File: src/rtl/mt_pkg.sv
package mt_pkg;
    localparam int MT_ADDR_W    = 26;
    localparam int MT_TGT_DEPTH = 4;
    localparam int MT_CNT_W     = $clog2(MT_TGT_DEPTH + 1);

    typedef struct packed {
        logic                 valid;
        logic                 secure;
        logic                 uncache;
        logic                 in_svc;
        logic [MT_ADDR_W-1:0] addr;
        logic [MT_CNT_W-1:0]  n_cnt;
        logic [MT_CNT_W-1:0]  d_cnt;
    } mt_entry_t;

    typedef enum logic [2:0] {
        MT_OK         = 3'd0,
        MT_E_UNCACHE  = 3'd1,
        MT_E_PREFETCH = 3'd2,
        MT_E_OVERFLOW = 3'd3,
        MT_E_INVALID  = 3'd4
    } mt_err_e;

    function automatic logic mt_to_deferred(mt_entry_t e, logic excl);
        return e.in_svc && ((e.d_cnt != '0) || excl);
    endfunction

    function automatic logic mt_same_line(mt_entry_t e, logic [MT_ADDR_W-1:0] a, logic s);
        return e.valid && !e.uncache && (e.addr == a) && (e.secure == s);
    endfunction
endpackage

File: src/rtl/mt_prio.sv
module mt_prio #(
    parameter int N    = 8,
    parameter int IDX_W = $clog2(N)
) (
    input  logic [N-1:0]     req,
    output logic             any,
    output logic [IDX_W-1:0] idx
);
    always_comb begin
        any = |req;
        idx = '0;
        for (int i = N - 1; i >= 0; i--) begin
            if (req[i]) idx = IDX_W'(i);
        end
    end
endmodule

File: src/rtl/mt_match.sv
module mt_match
    import mt_pkg::*;
#(
    parameter int N     = 8,
    parameter int IDX_W = $clog2(N)
) (
    input  mt_entry_t [N-1:0]       tbl,
    input  logic [MT_ADDR_W-1:0]    addr,
    input  logic                    secure,
    output logic                    hit,
    output logic [IDX_W-1:0]        idx,
    output logic [N-1:0]            vec
);
    for (genvar g = 0; g < N; g++) begin : g_cmp
        assign vec[g] = mt_same_line(tbl[g], addr, secure);
    end

    mt_prio #(.N(N), .IDX_W(IDX_W)) u_first (
        .req (vec),
        .any (hit),
        .idx (idx)
    );
endmodule

File: src/rtl/mt_append_decide.sv
module mt_append_decide
    import mt_pkg::*;
(
    input  mt_entry_t ent,
    input  logic      excl,
    input  logic      prefetch,
    output mt_err_e   err,
    output logic      to_def
);
    always_comb begin
        to_def = mt_to_deferred(ent, excl);
        if (!ent.valid)
            err = MT_E_INVALID;
        else if (ent.uncache)
            err = MT_E_UNCACHE;
        else if (prefetch)
            err = MT_E_PREFETCH;
        else if (to_def ? (ent.d_cnt >= MT_CNT_W'(MT_TGT_DEPTH))
                        : (ent.n_cnt >= MT_CNT_W'(MT_TGT_DEPTH)))
            err = MT_E_OVERFLOW;
        else
            err = MT_OK;
    end
endmodule

File: src/rtl/miss_track_file.sv
module miss_track_file
    import mt_pkg::*;
#(
    parameter int NUM_ENTRIES = 8,
    localparam int IDX_W      = $clog2(NUM_ENTRIES)
) (
    input  logic                   clk,
    input  logic                   rst,
    input  logic [MT_ADDR_W-1:0]   lk_addr,
    input  logic                   lk_secure,
    output logic                   lk_hit,
    output logic [IDX_W-1:0]       lk_idx,
    output logic [NUM_ENTRIES-1:0] lk_all,
    input  logic                   al_en,
    input  logic [MT_ADDR_W-1:0]   al_addr,
    input  logic                   al_secure,
    input  logic                   al_uncache,
    output logic [IDX_W-1:0]       al_idx,
    output logic                   tbl_full,
    input  logic                   ap_en,
    input  logic [IDX_W-1:0]       ap_idx,
    input  logic                   ap_excl,
    input  logic                   ap_prefetch,
    output logic [2:0]             ap_err,
    output logic                   ap_deferred,
    input  logic                   sv_en,
    input  logic [IDX_W-1:0]       sv_idx,
    input  logic                   dl_en,
    input  logic [IDX_W-1:0]       dl_idx,
    input  logic [IDX_W-1:0]       rd_idx,
    output logic                   rd_valid,
    output logic                   rd_secure,
    output logic                   rd_uncache,
    output logic                   rd_in_svc,
    output logic [MT_ADDR_W-1:0]   rd_addr,
    output logic [MT_CNT_W-1:0]    rd_norm_cnt,
    output logic [MT_CNT_W-1:0]    rd_def_cnt
);
    mt_entry_t [NUM_ENTRIES-1:0] tbl_q;
    logic [NUM_ENTRIES-1:0]      busy;
    logic                        free_any;
    mt_err_e                     ap_code;
    logic                        ap_to_def;
    mt_entry_t                   rd_ent;

    for (genvar g = 0; g < NUM_ENTRIES; g++) begin : g_busy
        assign busy[g] = tbl_q[g].valid;
    end

    mt_match #(.N(NUM_ENTRIES), .IDX_W(IDX_W)) u_match (
        .tbl    (tbl_q),
        .addr   (lk_addr),
        .secure (lk_secure),
        .hit    (lk_hit),
        .idx    (lk_idx),
        .vec    (lk_all)
    );

    mt_prio #(.N(NUM_ENTRIES), .IDX_W(IDX_W)) u_free (
        .req (~busy),
        .any (free_any),
        .idx (al_idx)
    );

    mt_append_decide u_decide (
        .ent      (tbl_q[ap_idx]),
        .excl     (ap_excl),
        .prefetch (ap_prefetch),
        .err      (ap_code),
        .to_def   (ap_to_def)
    );

    assign tbl_full    = !free_any;
    assign ap_err      = ap_code;
    assign ap_deferred = ap_to_def;

    // Later statements win: a release overrides service marks and appends.
    always_ff @(posedge clk) begin
        if (rst) begin
            tbl_q <= '0;
        end else begin
            if (al_en && free_any) begin
                tbl_q[al_idx] <= '{valid: 1'b1, secure: al_secure, uncache: al_uncache,
                                   in_svc: 1'b0, addr: al_addr,
                                   n_cnt: MT_CNT_W'(1), d_cnt: '0};
            end
            if (sv_en && tbl_q[sv_idx].valid) begin
                tbl_q[sv_idx].in_svc <= 1'b1;
            end
            if (ap_en && ap_code == MT_OK) begin
                if (ap_to_def)
                    tbl_q[ap_idx].d_cnt <= tbl_q[ap_idx].d_cnt + 1'b1;
                else
                    tbl_q[ap_idx].n_cnt <= tbl_q[ap_idx].n_cnt + 1'b1;
            end
            if (dl_en) begin
                tbl_q[dl_idx] <= '0;
            end
        end
    end

    assign rd_ent      = tbl_q[rd_idx];
    assign rd_valid    = rd_ent.valid;
    assign rd_secure   = rd_ent.secure;
    assign rd_uncache  = rd_ent.uncache;
    assign rd_in_svc   = rd_ent.in_svc;
    assign rd_addr     = rd_ent.addr;
    assign rd_norm_cnt = rd_ent.n_cnt;
    assign rd_def_cnt  = rd_ent.d_cnt;
endmodule

File: config.mk
export PLATFORM = sky130hd
export DESIGN_NAME = miss_track_file
export DESIGN_NICKNAME = d
export VERILOG_FILES = /design/src/rtl/mt_pkg.sv /design/src/rtl/mt_prio.sv /design/src/rtl/mt_match.sv /design/src/rtl/mt_append_decide.sv /design/src/rtl/miss_track_file.sv
export SDC_FILE = /design/constraint.sdc
export NUM_CORES = 1
export LEC_CHECK = 0
export BUFFER_PORTS_ARGS = -buffer_cell sky130_fd_sc_hd__buf_4
export CORE_ASPECT_RATIO = 2
export CORE_MARGIN = 2
export CORE_UTILIZATION = 60
export DETAILED_ROUTE_END_ITERATION = 16
export PLACE_DENSITY = 0.8
export SYNTH_ARGS = -nofsm -noshare
export SYNTH_HDL_FRONTEND = slang
export SYNTH_SLANG_ARGS = --single-unit
File: constraint.sdc
create_clock -name clk -period 7.3 [get_ports clk]
set_input_delay 1.46 -clock clk [delete_from_list [all_inputs] [get_ports clk]]
set_output_delay 1.46 -clock clk [all_outputs]
set_load 0.03 [all_outputs]
* After elaboration in Yosys (flattened, before gate mapping)
Cells that the tools add are included.
Storage, ports and cells: flip-flop bits (word level) 288, latch bits 0, RAM bits 0, ROM bits 0, input bits 75, word-level logic and storage cells 183, memories 0
Operators by class: $add $sub $neg 2, multiply operators 0, div/mod/pow operators 0, $lt $le $gt $ge 11, equal/unequal tests 16, shift operators 0, muxes and demuxes 49, bitwise gates (word level) 3, reductions and logical operators 46
Operators by type and width (count):
- 288-bit 2-to-1 mux | 8
- 288-bit bitwise mux | 4
- 36-bit demux with 3-bit select | 5
- 36-bit binary-select mux with 3-bit select | 3
- 288-bit bitwise AND | 1
- 288-bit NOT | 1
- 26-bit == test | 8
- 36-bit 2-to-1 mux | 5
- 3-bit 2-to-1 mux | 20
- 33-bit 2-to-1 mux | 1
- 1-bit logical AND | 32
- 3-bit by 4-bit < comparator with 1-bit output, second input constant | 5
- 8-bit OR reduction | 2
- 3-bit by 1-bit greater-or-equal comparator with 1-bit output, second input constant | 4
- 1-bit logical NOT | 9
- 1-bit == test | 8
- 8-bit NOT | 1
- 3-bit by 1-bit adder with 3-bit output, second input constant | 2
- 3-bit greater-or-equal comparator, second input constant | 2
- 6-bit 2-to-1 mux | 1
- 3-bit logical NOT | 1
- 3-bit nonzero test | 1
- 2-bit 2-to-1 mux | 1
- 1-bit logical OR | 1
- 1-bit 2-to-1 mux | 1

* Longest topological paths before layout
depth in word-level cells 25, depth in mapped cells 16, mapped depth without buffers 12

* Hierarchy
A second synthesis with hierarchy kept.
Second synthesis, totals: cell total of the unflattened synthesis 2140, area, all modules 18099.9 um^2
Modules (own cells, without submodules):
- miss_track_file | instances 1, cells an instance 1783, area each 15137.0 um^2
- mt_match | instances 1, cells an instance 323, area each 2727.6 um^2
- mt_prio | instances 2, cells an instance 13, area each 81.3 um^2
- mt_append_decide | instances 1, cells an instance 8, area each 72.6 um^2

* Least setup slack after synthesis
Ideal clock, no wire load.
path type input -> output, start point input lk_addr[16], end point output lk_idx[1], data arrival time 4.373 ns, slack 1.467 ns, stages on the path 8, buffers on the path 1, cells stage by stage clkbuf_1 -> xor2_1 -> nor4_1 -> nand4_1 -> nor4_1 -> or2_2 -> a211oi_1 -> nor3_1
On the way: longest elaborated chain between the ends 11, elaborated cells between the ends (all ways) 32, those cells by class eq/ne: 8; mux: 8; reduce/logical: 16
Ends and longest elaborated chain:
- start: declaration | RTL line miss_track_file.sv:9 | input logic [MT_ADDR_W-1:0] lk_addr,
- 26-bit == test | RTL line mt_pkg.sv:29 | return e.valid && !e.uncache && (e.addr == a) && (e.secure == s);
- 1-bit logical AND (2 in series) | RTL line mt_pkg.sv:29
- named net lk_all[7] | RTL line miss_track_file.sv:13 | output logic [NUM_ENTRIES-1:0] lk_all,
- 3-bit 2-to-1 mux (8 in series) | RTL line mt_prio.sv:13 | if (req[i]) idx = IDX_W'(i);
- end: declaration | RTL line miss_track_file.sv:12 | output logic [IDX_W-1:0] lk_idx,
The timed path passes the listed nets, and every way through them passes these cells.

* Worst setup path after layout
start point input lk_addr[22], end point output lk_idx[1]
On the way: longest elaborated chain between the ends 11, elaborated cells between the ends (all ways) 32, those cells by class eq/ne: 8; mux: 8; reduce/logical: 16
Ends and longest elaborated chain (RTL line):
- 26-bit == test | mt_pkg.sv:29
- 1-bit logical AND (2 in series) | mt_pkg.sv:29
- 3-bit 2-to-1 mux (7 in series) | mt_prio.sv:13
- 3-bit 2-to-1 mux (*) | mt_prio.sv:13
Mark *: on every way between the ends. The rest lies on a longest branch, timed or not.

==> impl_metrics.xml <==
<?xml version="1.0" encoding="UTF-8"?>
<metrics>
  <group name="floorplan">
    <metric name="width_of_the_die" unit="µm">119.7</metric>
    <metric name="ios" unit="">131</metric>
    <metric name="floorplan_die_height" unit="µm">235.4</metric>
    <metric name="die_area" unit="mm²">0.02817</metric>
    <metric name="initial_utilization" unit="%">61.12</metric>
    <metric name="core" unit="mm²">0.02628</metric>
    <metric name="placement_rows" unit="">84</metric>
  </group>
  <group name="sta">
    <metric name="hold-worst-slack" unit="ns">0.4686</metric>
    <metric name="fin_skew" unit="ns">0.01389</metric>
    <metric name="final_min_period_over_clock_period" unit="%">79.74</metric>
    <metric name="finalCriticalPeriod" unit="ns">5.821</metric>
    <metric name="tns" unit="ns">0</metric>
    <metric name="hold_viol_final" unit="">0</metric>
    <metric name="grt_setup_unrepaired" unit="">no</metric>
    <metric name="max_clock_freq" unit="GHz">0.1718</metric>
    <metric name="fin_ws" unit="ns">1.479</metric>
    <metric name="slew_headroom" unit="%">11.77</metric>
    <metric name="finalSetupViolations" unit="">0</metric>
    <metric name="timing_max_transition_violations_final" unit="">0</metric>
    <metric name="timing_worst_slew_pin_value" unit="ns">1.323</metric>
  </group>
  <group name="setup_path">
    <metric name="crit_path_start_kind" unit="">input port</metric>
    <metric name="crit_type" unit="">in2out</metric>
    <metric name="cp-end-kind" unit="">primary output</metric>
    <metric name="arrival" unit="ns">4.36</metric>
    <metric name="crit_required" unit="ns">5.84</metric>
    <metric name="timing.critical_path.fanout_max" unit="">8</metric>
  </group>
  <group name="synthesis">
    <metric name="syn_inst" unit="">1901</metric>
    <metric name="synth.distinct_cells" unit="">61</metric>
    <metric name="ys_top_cells_by_area" unit="">dfxtp_1 36%, nand2_1 11%, mux4_2 11%</metric>
    <metric name="synth_top_cell_by_area" unit="">dfxtp_1</metric>
    <metric name="postSynthNetCount" unit="">1979</metric>
    <metric name="ys_async_sr_fraction" unit="%">0</metric>
    <metric name="synth_top_area_share" unit="%">35.90</metric>
    <metric name="synth_area" unit="mm²">0.01606</metric>
    <metric name="synth_top_flop_cell" unit="">dfxtp_1</metric>
    <metric name="synth_sequential_area_ratio" unit="%">35.90</metric>
    <metric name="synth.ff_latch_count" unit="">288</metric>
    <metric name="synthesis.yosys.warnings" unit="">0</metric>
    <metric name="avgSynthCellArea" unit="µm²">8.448</metric>
    <metric name="synth-edff-count" unit="">0</metric>
  </group>
  <group name="final_layout">
    <metric name="layout.cells.most_common_list" unit="">486 x nand2_1, 288 x dfxtp_1, 260 x a21oi_1, 160 x buf_4, 144 x xor2_1</metric>
    <metric name="layout_commonest_cell" unit="">nand2_1</metric>
    <metric name="post_route_cells_drive_above_1_share" unit="%">18.39</metric>
    <metric name="finalNetCount" unit="">1982</metric>
    <metric name="post-route-util" unit="%">67.93</metric>
    <metric name="area_growth" unit="%">11.14</metric>
    <metric name="fillerInstances" unit="">2199</metric>
  </group>
  <group name="drt">
    <metric name="post_drt_wl_per_cell" unit="µm">31.12</metric>
    <metric name="antenna_violating_nets_post_route" unit="">0</metric>
    <metric name="drc_errors" unit="">0</metric>
    <metric name="routed-via-count" unit="">15620</metric>
    <metric name="vias_per_cell" unit="">6.880</metric>
    <metric name="wirelength" unit="mm">70.68</metric>
    <metric name="drt_pre_antenna_iters" unit="">6</metric>
    <metric name="drt_first_iter_violations" unit="">2403</metric>
  </group>
  <group name="pwr">
    <metric name="p_sw_share" unit="%">28.76</metric>
    <metric name="powerDensity" unit="mW/mm²">201.0</metric>
    <metric name="intPower" unit="mW">2.556</metric>
    <metric name="combPwrFrac" unit="%">12.9</metric>
    <metric name="worst_ir_drop_vdd" unit="µV">181.8</metric>
    <metric name="seq_pwr_share" unit="%">45.0</metric>
    <metric name="power_frac_clock" unit="%">42.1</metric>
    <metric name="power" unit="mW">3.587</metric>
    <metric name="switchingPower" unit="mW">1.032</metric>
    <metric name="total_leakage_power" unit="nW">6.397</metric>
  </group>
  <group name="global_routing">
    <metric name="grt_pass1_vias" unit="">14930</metric>
    <metric name="overflow" unit="">0</metric>
    <metric name="global_route_wire_length_before_repair" unit="mm">101.1</metric>
    <metric name="groute.usage.overall" unit="%">49.32</metric>
    <metric name="antenna_found_initial" unit="">4</metric>
    <metric name="grt_start_max_net_pins" unit="">73</metric>
  </group>
  <group name="run">
    <metric name="drv.max_cap_violation_count" unit="">0</metric>
  </group>
  <group name="worst_hold_path">
    <metric name="worstHoldPathType" unit="">reg2reg</metric>
  </group>
  <group name="clock_network">
    <metric name="cts_tree" unit="">built</metric>
    <metric name="ctsResizeCount" unit="">0</metric>
    <metric name="cts_max_level" unit="">1</metric>
    <metric name="cts-buffers-inserted" unit="">27</metric>
    <metric name="cts_post_setup_buffers_inserted" unit="">0</metric>
    <metric name="postCtsHoldBufs" unit="">0</metric>
    <metric name="ctsLongestPathBuffers" unit="">3</metric>
    <metric name="worst_setup_hold_path_clk_slew" unit="ns">0.07</metric>
    <metric name="insertion_delay" unit="ns">0.57</metric>
    <metric name="clock_sinks" unit="">288</metric>
    <metric name="cts_root_buffer" unit="">clkbuf_16</metric>
  </group>
  <group name="placement">
    <metric name="pre_cts_ws" unit="ns">1.791</metric>
    <metric name="gpl.final_weighted_congestion" unit="">1.141</metric>
    <metric name="hpwlAfterDp" unit="mm">47.63</metric>
    <metric name="port_buffers" unit="">130</metric>
  </group>
  <group name="status">
    <metric name="run_status" unit="">finished clean</metric>
  </group>
</metrics>
==> layer usage <==
metal | part of all wire [%] | GRT usage, %
met1 | 30 | 52.37
met2 | 47 | 80.74
met3 | 11 | 11.05
met4 | 12 | 43.85
met5 | 0.017 | 0
==> area by class of cell <==
class | instances | area (µm²) | area share, %
clock inverters | 19 | 210.2 | 1.178
clock buffers | 31 | 720.7 | 4.038
inverters | 13 | 48.80 | 0.2734
well taps | 344 | 430.4 | 2.411
flip-flops and latches | 288 | 5766 | 32.30
multi-input cells | 1413 | 9448 | 52.93
repair buffers | 161 | 1221 | 6.841
diodes | 2 | 5.005 | 0.02804
==> registers in the layout, summed over array words and instances, names as in the netlist <==
name	flops
busy	8
tbl_q	280
==> cells in the mapped netlist, types with 5 or more instances <==
library cell / n
nand2_1: 486
dfxtp_1: 288
a21oi_1: 260
xor2_1: 144
clkbuf_1: 126
mux4_2: 78
xnor2_1: 72
nand3_1: 51
nor2_1: 46
mux2_2: 45
nor4_1: 44
buf_4: 30
nand4_1: 27
a22oi_1: 17
buf_1: 17
inv_1: 13
nor3_1: 11
buf_2: 10
nor2b_1: 10
a21o_1: 9
a211oi_1: 7
nand2b_1: 7
a22o_1: 6
and3_1: 6
mux2i_1: 6
nor3b_1: 6
and2_1: 5
or2_0: 5
==> final timing paths <==
check                                           start                    end  slack [ns]  cells after the start
worst max register to register  tbl_q[216]$_SDFF_PP0_  tbl_q[180]$_SDFF_PP0_        3.36                     11
worst min register to register  tbl_q[221]$_SDFF_PP0_  tbl_q[221]$_SDFF_PP0_        0.47                      2
worst min-delay path            tbl_q[221]$_SDFF_PP0_  tbl_q[221]$_SDFF_PP0_        0.47                      2
worst max-delay path                      lk_addr[22]              lk_idx[1]        1.48                      8
==> worst max-delay path: stages <==
cell and delay [ns]:
buf_4 0.16, xor2_1 0.32, nor4_1 0.91, nand3_1 0.16
nor4_1 0.84, a211oi_1 0.13, nor3_1 0.18, buf_4 0.19
==> kinds of logic after synthesis <==
| family | synth area share (%) |
|---|---|
| simple gates | 19.43 |
| compound gates | 12.13 |
| flops | 35.90 |
| xor+xnor | 11.78 |
| buf+inv | 5.640 |
| mux | 14.89 |
| fa+ha+maj | 0.2337 |
==> stage by stage <==
stage	std cells	area, µm²
4_1_cts	2269	17840
3_3_place_gp	2219	16910
2_1_floorplan	1901	16060
6_report	2271	17850
5_1_grt	2271	17850
3_5_place_dp	2219	16910
==> power by group through the flow <==
stage	combinational [mW]	clock [mW]	sequential (mW)
after floorplan	0.265	0	1.64
after global placement	0.434	0	1.65
after detailed placement	0.435	0	1.65
after CTS	0.438	1.51	1.61
after global routing	0.464	1.56	1.61
final	0.463	1.51	1.61
Power figures use the tool's default switching activity.
